<file path="config.mk">
export PLATFORM = sky130hd
export DESIGN_NAME = pdm_mic_emu
export DESIGN_NICKNAME = d
export VERILOG_FILES = /design/src/rtl/pdm_mic_pkg.sv /design/src/rtl/pdm_edge_sync.sv /design/src/rtl/pdm_sleep_det.sv /design/src/rtl/pdm_wake_ctr.sv /design/src/rtl/pdm_out_drv.sv /design/src/rtl/pdm_mic_emu.sv
export SDC_FILE = /design/constraint.sdc
export NUM_CORES = 1
export LEC_CHECK = 0
export BUFFER_PORTS_ARGS = -buffer_cell sky130_fd_sc_hd__buf_4
export CORE_MARGIN = 4
export CORE_UTILIZATION = 23
export DETAILED_ROUTE_END_ITERATION = 12
export PLACE_DENSITY_LB_ADDON = 0.12
export SYNTH_ARGS = -nofsm -noshare
export SYNTH_HDL_FRONTEND = slang
export SYNTH_SLANG_ARGS = --single-unit
</file>
<file path="constraint.sdc">
create_clock -name clk_ref -period 4.73 [get_ports clk_ref]
set_clock_uncertainty 0.05 [all_clocks]
set_input_delay 0.473 -clock clk_ref [delete_from_list [all_inputs] [get_ports clk_ref]]
set_output_delay 0.473 -clock clk_ref [all_outputs]
set_load 0.05 [all_outputs]
</file>
<file path="src/rtl/pdm_mic_pkg.sv">
package pdm_mic_pkg;

  typedef enum logic [1:0] {
    MIC_SLEEP  = 2'd0,
    MIC_WAKING = 2'd1,
    MIC_ACTIVE = 2'd2
  } mic_state_e;

  // reference cycles in the idle window
  function automatic int unsigned sleep_limit(input int unsigned ref_hz,
                                              input int unsigned window_us);
    return (ref_hz / 1_000_000) * window_us;
  endfunction

  // edge on which this channel starts driving
  function automatic logic drive_edge(input logic left, input logic rise,
                                      input logic fall);
    return left ? rise : fall;
  endfunction

  // edge on which this channel gives the line back
  function automatic logic release_edge(input logic left, input logic rise,
                                        input logic fall);
    return left ? fall : rise;
  endfunction

endpackage

</file>
<file path="src/rtl/pdm_edge_sync.sv">
module pdm_edge_sync #(
  parameter int unsigned SYNC_STAGES = 2
) (
  input  logic clk,
  input  logic rst_n,
  input  logic async_in,
  output logic rise,
  output logic fall
);
  logic [SYNC_STAGES:0] shift_q;

  always_ff @(posedge clk or negedge rst_n) begin
    if (!rst_n) shift_q <= '0;
    else        shift_q <= {shift_q[SYNC_STAGES-1:0], async_in};
  end

  assign rise = shift_q[SYNC_STAGES-1] & ~shift_q[SYNC_STAGES];
  assign fall = ~shift_q[SYNC_STAGES-1] & shift_q[SYNC_STAGES];
endmodule

</file>
<file path="src/rtl/pdm_sleep_det.sv">
module pdm_sleep_det #(
  parameter int unsigned LIMIT = 50_000,
  parameter int unsigned W     = 16
) (
  input  logic clk,
  input  logic rst_n,
  input  logic any_edge,
  output logic asleep
);
  localparam logic [W-1:0] LIM = W'(LIMIT);
  logic [W-1:0] idle_q;

  always_ff @(posedge clk or negedge rst_n) begin
    if (!rst_n)             idle_q <= LIM;
    else if (any_edge)      idle_q <= '0;
    else if (idle_q != LIM) idle_q <= idle_q + W'(1);
  end

  assign asleep = (idle_q == LIM);
endmodule

</file>
<file path="src/rtl/pdm_wake_ctr.sv">
module pdm_wake_ctr #(
  parameter int unsigned WAKE = 32_768,
  parameter int unsigned W    = 16
) (
  input  logic clk,
  input  logic rst_n,
  input  logic asleep,
  input  logic any_edge,
  input  logic rise,
  output logic awake
);
  localparam logic [W-1:0] DONE = W'(WAKE);
  logic [W-1:0] cnt_q;

  always_ff @(posedge clk or negedge rst_n) begin
    if (!rst_n)                    cnt_q <= '0;
    else if (asleep && !any_edge)  cnt_q <= '0;
    else if (rise && cnt_q != DONE) cnt_q <= cnt_q + W'(1);
  end

  assign awake = (cnt_q == DONE);
endmodule

</file>
<file path="src/rtl/pdm_out_drv.sv">
module pdm_out_drv
  import pdm_mic_pkg::*;
(
  input  logic clk,
  input  logic rst_n,
  input  logic chan_left,
  input  logic active,
  input  logic asleep,
  input  logic rise,
  input  logic fall,
  input  logic bit_in,
  output logic data_o,
  output logic data_oe,
  output logic bit_take
);
  logic go, stop;
  assign go   = drive_edge(chan_left, rise, fall);
  assign stop = release_edge(chan_left, rise, fall);

  always_ff @(posedge clk or negedge rst_n) begin
    if (!rst_n) begin
      data_o   <= 1'b0;
      data_oe  <= 1'b0;
      bit_take <= 1'b0;
    end else begin
      bit_take <= 1'b0;
      if (asleep) begin
        data_oe <= 1'b0;
      end else if (go && active) begin
        data_o   <= bit_in;
        data_oe  <= 1'b1;
        bit_take <= 1'b1;
      end else if (stop) begin
        data_oe <= 1'b0;
      end
    end
  end
endmodule

</file>
<file path="src/rtl/pdm_mic_emu.sv">
module pdm_mic_emu
  import pdm_mic_pkg::*;
#(
  parameter int unsigned REF_CLK_HZ    = 50_000_000,
  parameter int unsigned SLEEP_TIME_US = 1000,
  parameter int unsigned WAKE_CYCLES   = 32_768,
  parameter int unsigned SYNC_STAGES   = 2
) (
  input  logic       clk_ref,
  input  logic       rst_n,
  input  logic       bclk,
  input  logic       chan_left,
  input  logic       bit_in,
  output logic       bit_take,
  output logic       data_o,
  output logic       data_oe,
  output logic [1:0] state_o
);
  localparam int unsigned SLEEP_REF = sleep_limit(REF_CLK_HZ, SLEEP_TIME_US);
  localparam int unsigned IDLE_W    = $clog2(SLEEP_REF + 1);
  localparam int unsigned WAKE_W    = $clog2(WAKE_CYCLES + 1);

  // named internal events, also seen by the bound checker
  logic edge_rise, edge_fall, edge_any;
  logic asleep, awake, active;
  mic_state_e state;

  pdm_edge_sync #(.SYNC_STAGES(SYNC_STAGES)) u_sync (
    .clk(clk_ref), .rst_n(rst_n), .async_in(bclk),
    .rise(edge_rise), .fall(edge_fall)
  );

  assign edge_any = edge_rise | edge_fall;

  pdm_sleep_det #(.LIMIT(SLEEP_REF), .W(IDLE_W)) u_sleep (
    .clk(clk_ref), .rst_n(rst_n), .any_edge(edge_any), .asleep(asleep)
  );

  pdm_wake_ctr #(.WAKE(WAKE_CYCLES), .W(WAKE_W)) u_wake (
    .clk(clk_ref), .rst_n(rst_n), .asleep(asleep), .any_edge(edge_any),
    .rise(edge_rise), .awake(awake)
  );

  assign active = !asleep && awake;

  always_comb begin
    if (asleep)     state = MIC_SLEEP;
    else if (awake) state = MIC_ACTIVE;
    else            state = MIC_WAKING;
  end
  assign state_o = state;

  pdm_out_drv u_drv (
    .clk(clk_ref), .rst_n(rst_n), .chan_left(chan_left), .active(active),
    .asleep(asleep), .rise(edge_rise), .fall(edge_fall), .bit_in(bit_in),
    .data_o(data_o), .data_oe(data_oe), .bit_take(bit_take)
  );
endmodule

</file>
* Yosys cells after proc, flatten, opt, wreduce, memory -nomap -nowiden
Cells that the tools add are included.
** Storage, ports and cells
- Memory bits (read-only) :: 0
- Memories :: 0
- Memory bits (writable) :: 0
- Logic and storage cells :: 41
- Output and inout port bits :: 5
- Bits in latches :: 0
- Register bits :: 38
** Operators by class
- Reduce and logical (&&, ||, !) cells :: 10
- Mux-type cells :: 13
- Bitwise logic cells :: 6
- Magnitude comparators :: 0
- Add/sub/neg operators :: 2
- Div/mod/pow operators :: 0
- Equal/unequal tests :: 4
- Multiply operators :: 0
- Shift operators :: 0
** Operator list (count)
- $mux W16 :: 4
- $add A16 B1 Y16 const B :: 2
- $eq A16 B16 Y1 const B :: 2
- $ne A16 B16 Y1 const B :: 2
- $mux W1 :: 7
- $logic_and A1 B1 Y1 :: 4
- $mux W2 :: 2
- $reduce_bool A2 Y1 :: 2
- $not A1 Y1 :: 3
- $reduce_bool A3 Y1 :: 1
- $and A1 B1 Y1 :: 2
- $logic_not A1 Y1 :: 2
- $reduce_and A2 Y1 :: 1
- $or A1 B1 Y1 :: 1

* Logic depth before layout (Yosys ltp)
Gate-level depths: netlist (run 1).
- Depth after elaboration :: 6
- Gate-level depth with buffers :: 7
- Depth with buffers taken out :: 6

* Cells and area by module
From an unflattened synthesis (run 1), not the netlist that was laid out.
** Unflattened totals
- Cell total of the unflattened synthesis :: 204
- Area, all modules :: 2054.5 sq um
** By module, submodules not included
- pdm_wake_ctr :: cells an instance 94, times used 1, sequential area each 400.4 sq um, area each 909.6 sq um
- pdm_sleep_det :: cells an instance 90, times used 1, sequential area each 407.9 sq um, area each 890.9 sq um
- pdm_out_drv :: cells an instance 11, times used 1, sequential area each 75.1 sq um, area each 140.1 sq um
- pdm_edge_sync :: cells an instance 5, times used 1, sequential area each 75.1 sq um, area each 90.1 sq um
- pdm_mic_emu :: cells an instance 4, times used 1, sequential area each 0.0 sq um, area each 23.8 sq um

* Least setup slack after synthesis (run 1)
Ideal clock, no wire load.
- Kind :: register -> output
- From :: reg u_sleep.idle_q[0]
- To :: out state_o[0]
- Stages on the path, launching flop included :: 7
- Data required time :: 4.207 ns
- Path slack :: 2.448 ns
- Arrival :: 1.759 ns
- Cell sequence :: dfrtp_1 -> inv_1 -> ha_1 -> and3_1 -> and4_1 -> clkbuf_1 -> nor2_1
** On the way
- Word-level cells in the longest chain between the ends :: 2
** Ends and longest elaborated chain
- start, declared :: RTL line pdm_sleep_det.sv:11 : logic [W-1:0] idle_q;
- start signal, assigned :: RTL line pdm_sleep_det.sv:16 : else if (idle_q != LIM) idle_q <= idle_q + W'(1);
- $eq A16 B16 Y1 :: RTL line pdm_sleep_det.sv:19 : assign asleep = (idle_q == LIM);
- $mux W2 :: RTL line pdm_mic_emu.sv:47 : if (asleep) state = MIC_SLEEP;
- end, declared :: RTL line pdm_mic_emu.sv:17 : output logic [1:0] state_o
No other way between the ends.

* Worst setup path in the final report (run 1)
- From :: reg u_wake.cnt_q[9]
- To :: out state_o[1]
** On the way
- Word-level cells in the longest chain between the ends :: 3
** Ends and longest elaborated chain
- start, declared :: RTL line pdm_wake_ctr.sv:13 : logic [W-1:0] cnt_q;
- start signal, assigned :: RTL line pdm_wake_ctr.sv:18 : else if (rise && cnt_q != DONE) cnt_q <= cnt_q + W'(1);
- $eq A16 B16 Y1 :: RTL line pdm_wake_ctr.sv:21 : assign awake = (cnt_q == DONE);
- $mux W2 :: RTL line pdm_mic_emu.sv:48 : else if (awake) state = MIC_ACTIVE;
- $mux W2 :: RTL line pdm_mic_emu.sv:47
No other way between the ends.

==> results.yml, run 1 <==
clock_tree:
  cts_resized: 0
  clk_latency_ns: 0.29
  cts-root-buf: "clkbuf_8"
  clk_path_buf_depth: 2
  clock_sinks: 38
  numCtsBuffers: 5
  cts_hold_buf: 0
  clkTransAtPathRegs_ns: 0.08
  htree_levels: 2
  post_cts_buffers: 0
  cts_tree: "built"
floorplan:
  die_y_um: 101
  core-area_mm2: 0.00830
  die-area_mm2: 0.0101
  die_width_um: 101
  ios: 10
  start_util: 0.238
  fp-row-count: 33
final_layout:
  fin_cells: 313
  nNetsFinal: 218
  final_common_cell: "dfrtp_1"
  mostFrequentLayoutCells: "dfrtp_1, nor2_1, xor2_1"
  num_antenna_cells: 0
  syn2layout_area_growth_pct: 13.7
  nFillCells: 881
  drive_gt1_frac: 0.139
  final_cell_area_mm2: 0.00225
detailed_routing:
  drc: 0
  viasPerCell: 4.70
  postRouteAntennaNets: 0
  first_pass_iters: 4
  wl_per_cell_um: 14.1
  first_iter_violations: 68
  drt_wl_total_mm: 4.41
  num_vias: 1472
setup_path:
  critical_path_class: "reg2out"
  crit_arrival_ns: 2.01
  critPathCaptureType: "output port"
  crit_path_cell_trace: "nor4_1 -> and4_1 -> and2_1 -> buf_4"
  reg2regPathDepth: 5
  slowest_stage: "dfrtp_1"
  rr_startpoint: "u_sync.shift_q[1]"
  critPathMaxFanout: 7
  startpoint_type: "flop"
  required_ns: 4.21
  reg2reg_to: "u_wake.cnt_q[0]"
  ff2ff_setup_slack_ns: 2.27
  slowest_delay_ns: 0.48
synth:
  synth_nets: 209
  syn_area_per_cell_um2: 9.99
  synth.distinct_cells: 43
  synthCells: 198
  synth-seq-cells: 38
  ys_seq_area_frac: 0.485
  ys_warn_count: 0
  synth_area_mm2: 0.00198
sta:
  whs_ns: 0.112
  final-hold-violation-count: 0
  rsz0062_at_grt: "false"
  period_share: 0.536
  setup_viol: 0
  fin_setup_tns_ns: 0
  worst_pin_slew_ns: 0.982
  fmax_mhz: 395
  relSlewSlack: 0.343
  drv_slew: 0
  period_needed_ns: 2.53
grt:
  gr-usage-met3: 0.0242
  top_usage_layer: "met2"
  grt_overflow_total: 0
  grt_pass1_wl_mm: 7.56
  met2_usage: 0.137
  grt_max_degree: 39
  grt_use_met1: 0.133
  track_usage: 0.0937
  grt_pass1_vias: 1463
  antenna_found_initial: 0
place:
  dpl.hpwl_mm: 2.95
  port_buffers: 9
  globalplace.congestion: 0.693
  dpl.cell_count: 305
  placed_cell_area_mm2: 0.00214
run:
  maxCapViolCount: 0
power:
  leakage_uw: 0.000938
  finalPower_uw: 773
  powerDensity_mw_per_mm2: 344
  vdd_drop_max_mv: 0.112
min_path:
  hold_path_class: "in2async"
run_status:
  status: "finished clean"
[how the worst max path moves through the flow]
stage	end	depth (start not counted)	from	slack, ns
finish	state_o[1]	4	u_wake.cnt_q[9]	2.20
global route	u_wake.cnt_q[0]	5	u_sync.shift_q[1]	1.97
CTS	state_o[1]	4	u_wake.cnt_q[9]	2.16
detailed placement	u_wake.cnt_q[8]	5	u_sync.shift_q[1]	2.20
global placement	u_wake.cnt_q[10]	4	u_sleep.idle_q[9]	2.19
floorplan	state_o[0]	6	u_sleep.idle_q[0]	2.45
[stage by stage]
stage	utilization	setup slack [ns]
after CTS	0.271	2.16
after detailed placement	0.258	2.20
after global routing	0.271	1.97
final	0.271	2.20
after global placement	0.258	2.19
after floorplan	-	2.45
[where the power goes]
group,switching (µW),internal [µW]
sequential,35.7,353
clock,113,158
combinational,65.9,48.7
[registers in the layout, indices dropped and copies added (netlist names)]
register and flops:
u_wake.cnt_q 16, u_drv.data_oe 1, u_sleep.idle_q 16, u_drv.bit_take 1, u_drv.data_o 1, u_sync.shift_q 3
[cells in the mapped netlist (all sizes together)]
cell type | count | area [µm²]
dfrtp | 32 | 801
nor2 | 22 | 82.6
xor2 | 14 | 123
nand3 | 12 | 60.1
a21oi | 11 | 55.1
nand2 | 10 | 37.5
nand4 | 10 | 77.6
inv | 9 | 33.8
and4 | 6 | 55.1
dfstp | 6 | 158
ha | 6 | 75.1
o21ai | 6 | 30.0
nor4 | 5 | 31.3
or3 | 5 | 32.5
xnor2 | 5 | 43.8
and3 | 4 | 27.5
buf | 4 | 22.5
clkbuf | 3 | 11.3
nor3 | 3 | 15.0
o31ai | 3 | 22.5
or4 | 3 | 22.5
and2 | 2 | 12.5
mux2 | 2 | 22.5
a221o | 1 | 10.0
a221oi | 1 | 8.76
a2bb2oi | 1 | 8.76
a41oi | 1 | 8.76
and4bb | 1 | 12.5
clkinv | 1 | 3.75
mux2i | 1 | 10.0
nand2b | 1 | 6.26
nand3b | 1 | 7.51
nor3b | 1 | 7.51
nor4b | 1 | 8.76
nor4bb | 1 | 10.0
o2111ai | 1 | 8.76
o31a | 1 | 8.76
or2 | 1 | 6.26
[area by class of cell]
| class | count | area (µm²) | share of cell area |
|---|---|---|---|
| well taps | 105 | 131 | 0.0584 |
| flip-flops and latches | 38 | 958 | 0.426 |
| repair buffers | 9 | 67.6 | 0.0300 |
| clock inverters | 1 | 30.0 | 0.0133 |
| inverters | 10 | 37.5 | 0.0167 |
| clock buffers | 7 | 76.3 | 0.0339 |
| multi-input cells | 143 | 948 | 0.422 |
[critical path, delay by kind of cell (launching register included)]
kind | cells | cell delay [ns]
simple gates | 3 | 1.06
buf+inv | 1 | 0.19
flops | 1 | 0.48
[kinds of logic after synthesis]
group,after synthesis,synth area share
simple gates,89,0.259
mux,3,0.0164
buf+inv,17,0.0360
flops,38,0.485
fa+ha+maj,6,0.0379
compound gates,26,0.0816
xor+xnor,19,0.0841
[per-layer routing]
metal | vias to the layer above | wire length (µm)
met2 | 15 | 1970
met5 | - | 0
met4 | 0 | 55
met3 | 5 | 143
li1 | 734 | -
met1 | 718 | 2240
No activity file was read; power rests on OpenSTA's default activity.
==> run 2, diff against run 1 <==
Clock period 4.73 ns to 2 ns, I/O delays scaled along.
==> run 2 against run 1 <==
Worst hold slack got worse by 0.0097 ns. Combinational power rose to 3.7 times the previous value. Register-to-register slack got worse by 2.2 ns. Critical path depth rose by 1. Routed wire length rose by 10%. Global-route usage rose by 0.81 points. Largest power group unchanged.
==> results.yml, run 2 (synthesis gave the netlist of run 1 again) <==
detailed_routing:
  drt_wl_total_mm: 4.85
  drc: 0
  viasPerCell: 4.48
  postRouteAntennaNets: 0
  wl_per_cell_um: 13.9
  first_iter_violations: 33
  first_pass_iters: 4
  num_vias: 1562
place:
  placed_cell_area_mm2: 0.00237
  dpl.cell_count: 335
  place_ws_ns: 0.0141
  globalplace.congestion: 0.726
  dpl.hpwl_mm: 3.41
  port_buffers: 9
floorplan:
  die-area_mm2: 0.0101
  ios: 10
  die_width_um: 101
  fp-row-count: 33
  core-area_mm2: 0.00830
  start_util: 0.238
  die_y_um: 101
setup_path:
  startpoint: "u_wake.cnt_q[8]"
  ff2ff_setup_slack_ns: 0.12
  endpoint: "state_o[1]"
  critical_path_class: "reg2out"
  critPathCaptureType: "output port"
  required_ns: 1.75
  critPathMaxFanout: 3
  reg2regPathDepth: 6
  startpoint_type: "flop"
  reg2reg_to: "u_drv.data_o"
  rr_startpoint: "u_wake.cnt_q[8]"
  crit_arrival_ns: 1.66
sta:
  drv_slew: 0
  relSlewSlack: 0.643
  setup_ws_ns: 0.0910
  period_share: 0.955
  final-hold-violation-count: 0
  period_needed_ns: 1.91
  setup_viol: 0
  rsz0062_at_grt: "false"
  worst_pin_slew_ns: 0.529
  fmax_mhz: 524
power:
  vdd_drop_max_mv: 0.287
  finalPower_uw: 1830
  leakage_uw: 0.00113
  powerDensity_mw_per_mm2: 707
final_layout:
  final_common_cell: "buf_4"
  syn2layout_area_growth_pct: 30.9
  mostFrequentLayoutCells: "buf_4, dfrtp_1, nor2_1"
  nNetsFinal: 255
  final_cell_area_mm2: 0.00259
  num_antenna_cells: 0
  largestRegisters: "u_sleep.idle_q x16, u_wake.cnt_q x16, u_sync.shift_q x3"
  fin_cells: 349
  postLayoutCoreUtil: 0.312
  drive_gt1_frac: 0.299
clock_tree:
  numCtsBuffers: 5
  clock_sinks: 38
  cts_tree: "built"
  htree_levels: 2
  clkTransAtPathRegs_ns: 0.07
  clk_latency_ns: 0.28
  clk_path_buf_depth: 2
  cts-root-buf: "clkbuf_8"
grt:
  grt_pass1_wl_mm: 7.98
  track_usage: 0.102
  grt_pass1_vias: 1605
  antenna_found_initial: 0
  grt_overflow_total: 0
  grt_max_degree: 39
run:
  maxCapViolCount: 0
min_path:
  hold_path_class: "in2reg"
run_status:
  status: "finished clean"
## run 2: changes by cell type in the layout (fill, tap and decap cells not counted), sizes merged
cell / before / now
dlygate4sd3: 0 / 2
bufinv: 1 / 0
buf: 9 / 44
## run 2: layout make-up
cell class                      instances  area, µm²
Timing Repair Buffer                   46        358
Tap cell                              105        131
Inverter                               10       37.5
Clock buffer                            7       76.3
Fill cell                             868       5710
Sequential cell                        38        958
Multi-Input combinational cell        143       1030
## run 2: repair_timing
action | in CTS | in global routing
pin swaps | 2 | 2
hold endpoints to repair | 33 | 0
hold buffers | 2 | 0
endpoints found under the setup margin | 3 | 3
gates resized for setup | 8 | 9
setup buffers | 3 | 2
## run 2: per-layer routing
layer / vias to the layer above / GRT usage / routed length [µm]
met5: - / 0 / 0
met4: 0 / 0.0352 / 62
met3: 5 / 0.0277 / 108
met2: 14 / 0.156 / 2270
met1: 743 / 0.137 / 2410
li1: 800 / - / -
## run 2: stage by stage
step | TNS, ns | hold WS, ns
2_1_floorplan | 0 | -0.146
3_3_place_gp | -0.0215 | 0.177
3_5_place_dp | 0 | 0.170
4_1_cts | 0 | 0.0882
5_1_grt | 0 | 0.0893
6_report | 0 | 0.102
## run 2: critical path, cell delays in order, from the launching register on
cell	delay, ns
dfrtp_1	0.39
nor4_2	0.27
buf_4	0.16
and4_4	0.26
and2_4	0.15
buf_6	0.15
## run 2: worst min path at each step
stage                       from               end  slack [ns]  cells after the start
after detailed placement   rst_n  u_wake.cnt_q[12]        0.17                      1
after global placement     rst_n  u_wake.cnt_q[12]        0.18                      1
after CTS                 bit_in      u_drv.data_o        0.09                      2
after global routing      bit_in      u_drv.data_o        0.09                      2
after floorplan            rst_n    u_drv.bit_take       -0.15                      0
final                     bit_in      u_drv.data_o        0.10                      2
## run 2: power by group
part	switching, µW	leakage, µW	internal [µW]	total (µW)
registers	66.9	0.000489	834	901
logic	204	0.000604	225	429
clock network	258	0.0000383	240	499
total	529	0.00113	1300	1830
==> run 3, diff against run 2 <==
==> constraint.sdc (replaced) <==
create_clock -name clk_ref -period 2 [get_ports clk_ref]
set_clock_uncertainty 0.05 [all_clocks]
set_input_delay 0.6 -clock clk_ref [delete_from_list [all_inputs] [get_ports clk_ref]]
set_output_delay 0.6 -clock clk_ref [all_outputs]
set_load 0.05 [all_outputs]
==> run 3 against run 2 <==
The flow now finishes with violations (negative setup slack). Count of clock-buffer cells in the layout decreased by 1. Setup slack lost 0.38 ns. Combinational power increased by 16%. Worst hold slack better by 0.13 ns. Non-clock buffer count up 12. Clock power up 34%. Cell area grew 4.8%. Power increased by 12%. Cell count grew 3.4%. Global-route usage is 0.19 points higher. Critical path type unchanged. Critical endpoint unchanged. Largest power group unchanged.
==> results.yml, run 3 (synthesis gave the netlist of run 1 again) <==
floorplan:
  fp-row-count: 33
  die_y_um: 101
  ios: 10
  start_util: 0.238
  die_width_um: 101
  core-area_mm2: 0.00830
  die-area_mm2: 0.0101
run_status:
  status: "finished with violations"
  violations: "negative setup slack"
grt:
  grt_max_degree: 39
  grt_pass1_vias: 1630
  grt_overflow_total: 0
  antenna_found_initial: 0
  grt_pass1_wl_mm: 8.24
  track_usage: 0.104
place:
  dpl.hpwl_mm: 3.43
  globalplace.congestion: 0.713
  port_buffers: 9
final_layout:
  nFillCells: 840
  drive_gt1_frac: 0.352
  postLayoutCoreUtil: 0.327
  nNetsFinal: 267
  mostFrequentLayoutCells: "buf_4, dfrtp_1, nor2_1"
  num_antenna_cells: 0
  largestRegisters: "u_sleep.idle_q x16, u_wake.cnt_q x16, u_sync.shift_q x3"
  syn2layout_area_growth_pct: 37.2
  final_common_cell: "buf_4"
min_path:
  hold_path_class: "in2async"
detailed_routing:
  drc: 0
  viasPerCell: 4.50
  wl_per_cell_um: 13.1
  first_pass_iters: 4
  first_iter_violations: 49
  postRouteAntennaNets: 0
  drt_wl_total_mm: 4.75
  num_vias: 1624
run:
  maxCapViolCount: 0
setup_path:
  crit_arrival_ns: 1.64
  startpoint_type: "flop"
  crit_path_cell_trace: "nor4_2 -> buf_4 -> and4_4 -> and2_4 -> buf_8"
  critPathBufInv: 2
  path_delay_family: "simple AND/OR/NAND/NOR gates"
  ff2ff_setup_slack_ns: 0.10
  slowest_stage: "dfrtp_1"
  slowest_delay_ns: 0.39
  critPathCaptureType: "output port"
  critPathMaxFanout: 3
  critical_path_class: "reg2out"
  required_ns: 1.35
sta:
  setup_ws_ns: -0.289
  worst_pin_slew_ns: 0.540
  drv_slew: 0
  final-hold-violation-count: 0
  setup_viol: 2
  period_needed_ns: 2.29
  fmax_mhz: 437
  relSlewSlack: 0.635
  rsz0062_at_grt: "true"
  period_share: 1.14
clock_tree:
  cts_hold_buf: 0
  clk_latency_ns: 0.29
  clock_sinks: 38
  clkTransAtPathRegs_ns: 0.08
  numCtsBuffers: 5
  cts_tree: "built"
  clk_path_buf_depth: 2
  htree_levels: 2
  cts-root-buf: "clkbuf_8"
power:
  finalPower_uw: 2040
  leakage_uw: 0.00121
  vdd_drop_max_mv: 0.381
  powerDensity_mw_per_mm2: 753
[run 3: cell count changes in the layout (fill, tap and decap cells not counted), sizes merged]
| cell | change |
|---|---|
| buf | +14 |
| bufinv | +1 |
| clkbuf | -1 |
| dlygate4sd3 | -2 |
[run 3: per-layer routing]
layer,wire [µm],global-route usage
met5,0,0
met1,2350,0.145
met3,138,0.0235
met4,67,0.0342
met2,2190,0.157
[run 3: worst paths after layout]
check / from / end / cells past startpoint
worst max-delay path: u_wake.cnt_q[9] / state_o[1] / 5
worst min-delay path: rst_n / u_wake.cnt_q[15] / 1
worst max register to register: u_wake.cnt_q[1] / u_wake.cnt_q[14] / 7
worst min register to register: u_sync.shift_q[0] / u_sync.shift_q[1] / 0
max in group asynchronous: rst_n / u_sleep.idle_q[6] / 1
min in group clk_ref: u_sync.shift_q[0] / u_sync.shift_q[1] / 0
[run 3: power by group]
group	switching [µW]	internal [µW]
Combinational	234	262
Sequential	44.6	834
Clock	271	399
Total	550	1490
[run 3: repair_timing]
item / CTS / global route
pin swaps: 0 / 1
resized for setup: 8 / 8
buffers inserted: 0 / 2
setup endpoints to repair: 3 / 4
[run 3: area by class of cell]
cell class	instances	area, µm²	area share
Multi-Input combinational cell	143	1020	0.376
Sequential cell	38	958	0.353
Timing Repair Buffer	58	454	0.167
Tap cell	105	131	0.0484
Clock buffer	6	82.6	0.0304
Inverter	10	37.5	0.0138
Clock inverter	1	30.0	0.0111
[run 3: metrics by stage]
step | cells | setup slack, ns | hold WS [ns] | setup TNS (ns) | instance area, µm²
after CTS | 359 | -0.304 | 0.254 | -0.599 | 2660
after global routing | 361 | -0.382 | 0.266 | -0.751 | 2710
final | 361 | -0.289 | 0.235 | -0.560 | 2710
after detailed placement | 352 | -0.121 | 0.290 | -0.228 | 2520
after floorplan | 198 | -0.0168 | 0.254 | -0.0168 | 2000
after global placement | 352 | -0.0896 | 0.302 | -0.161 | 2520
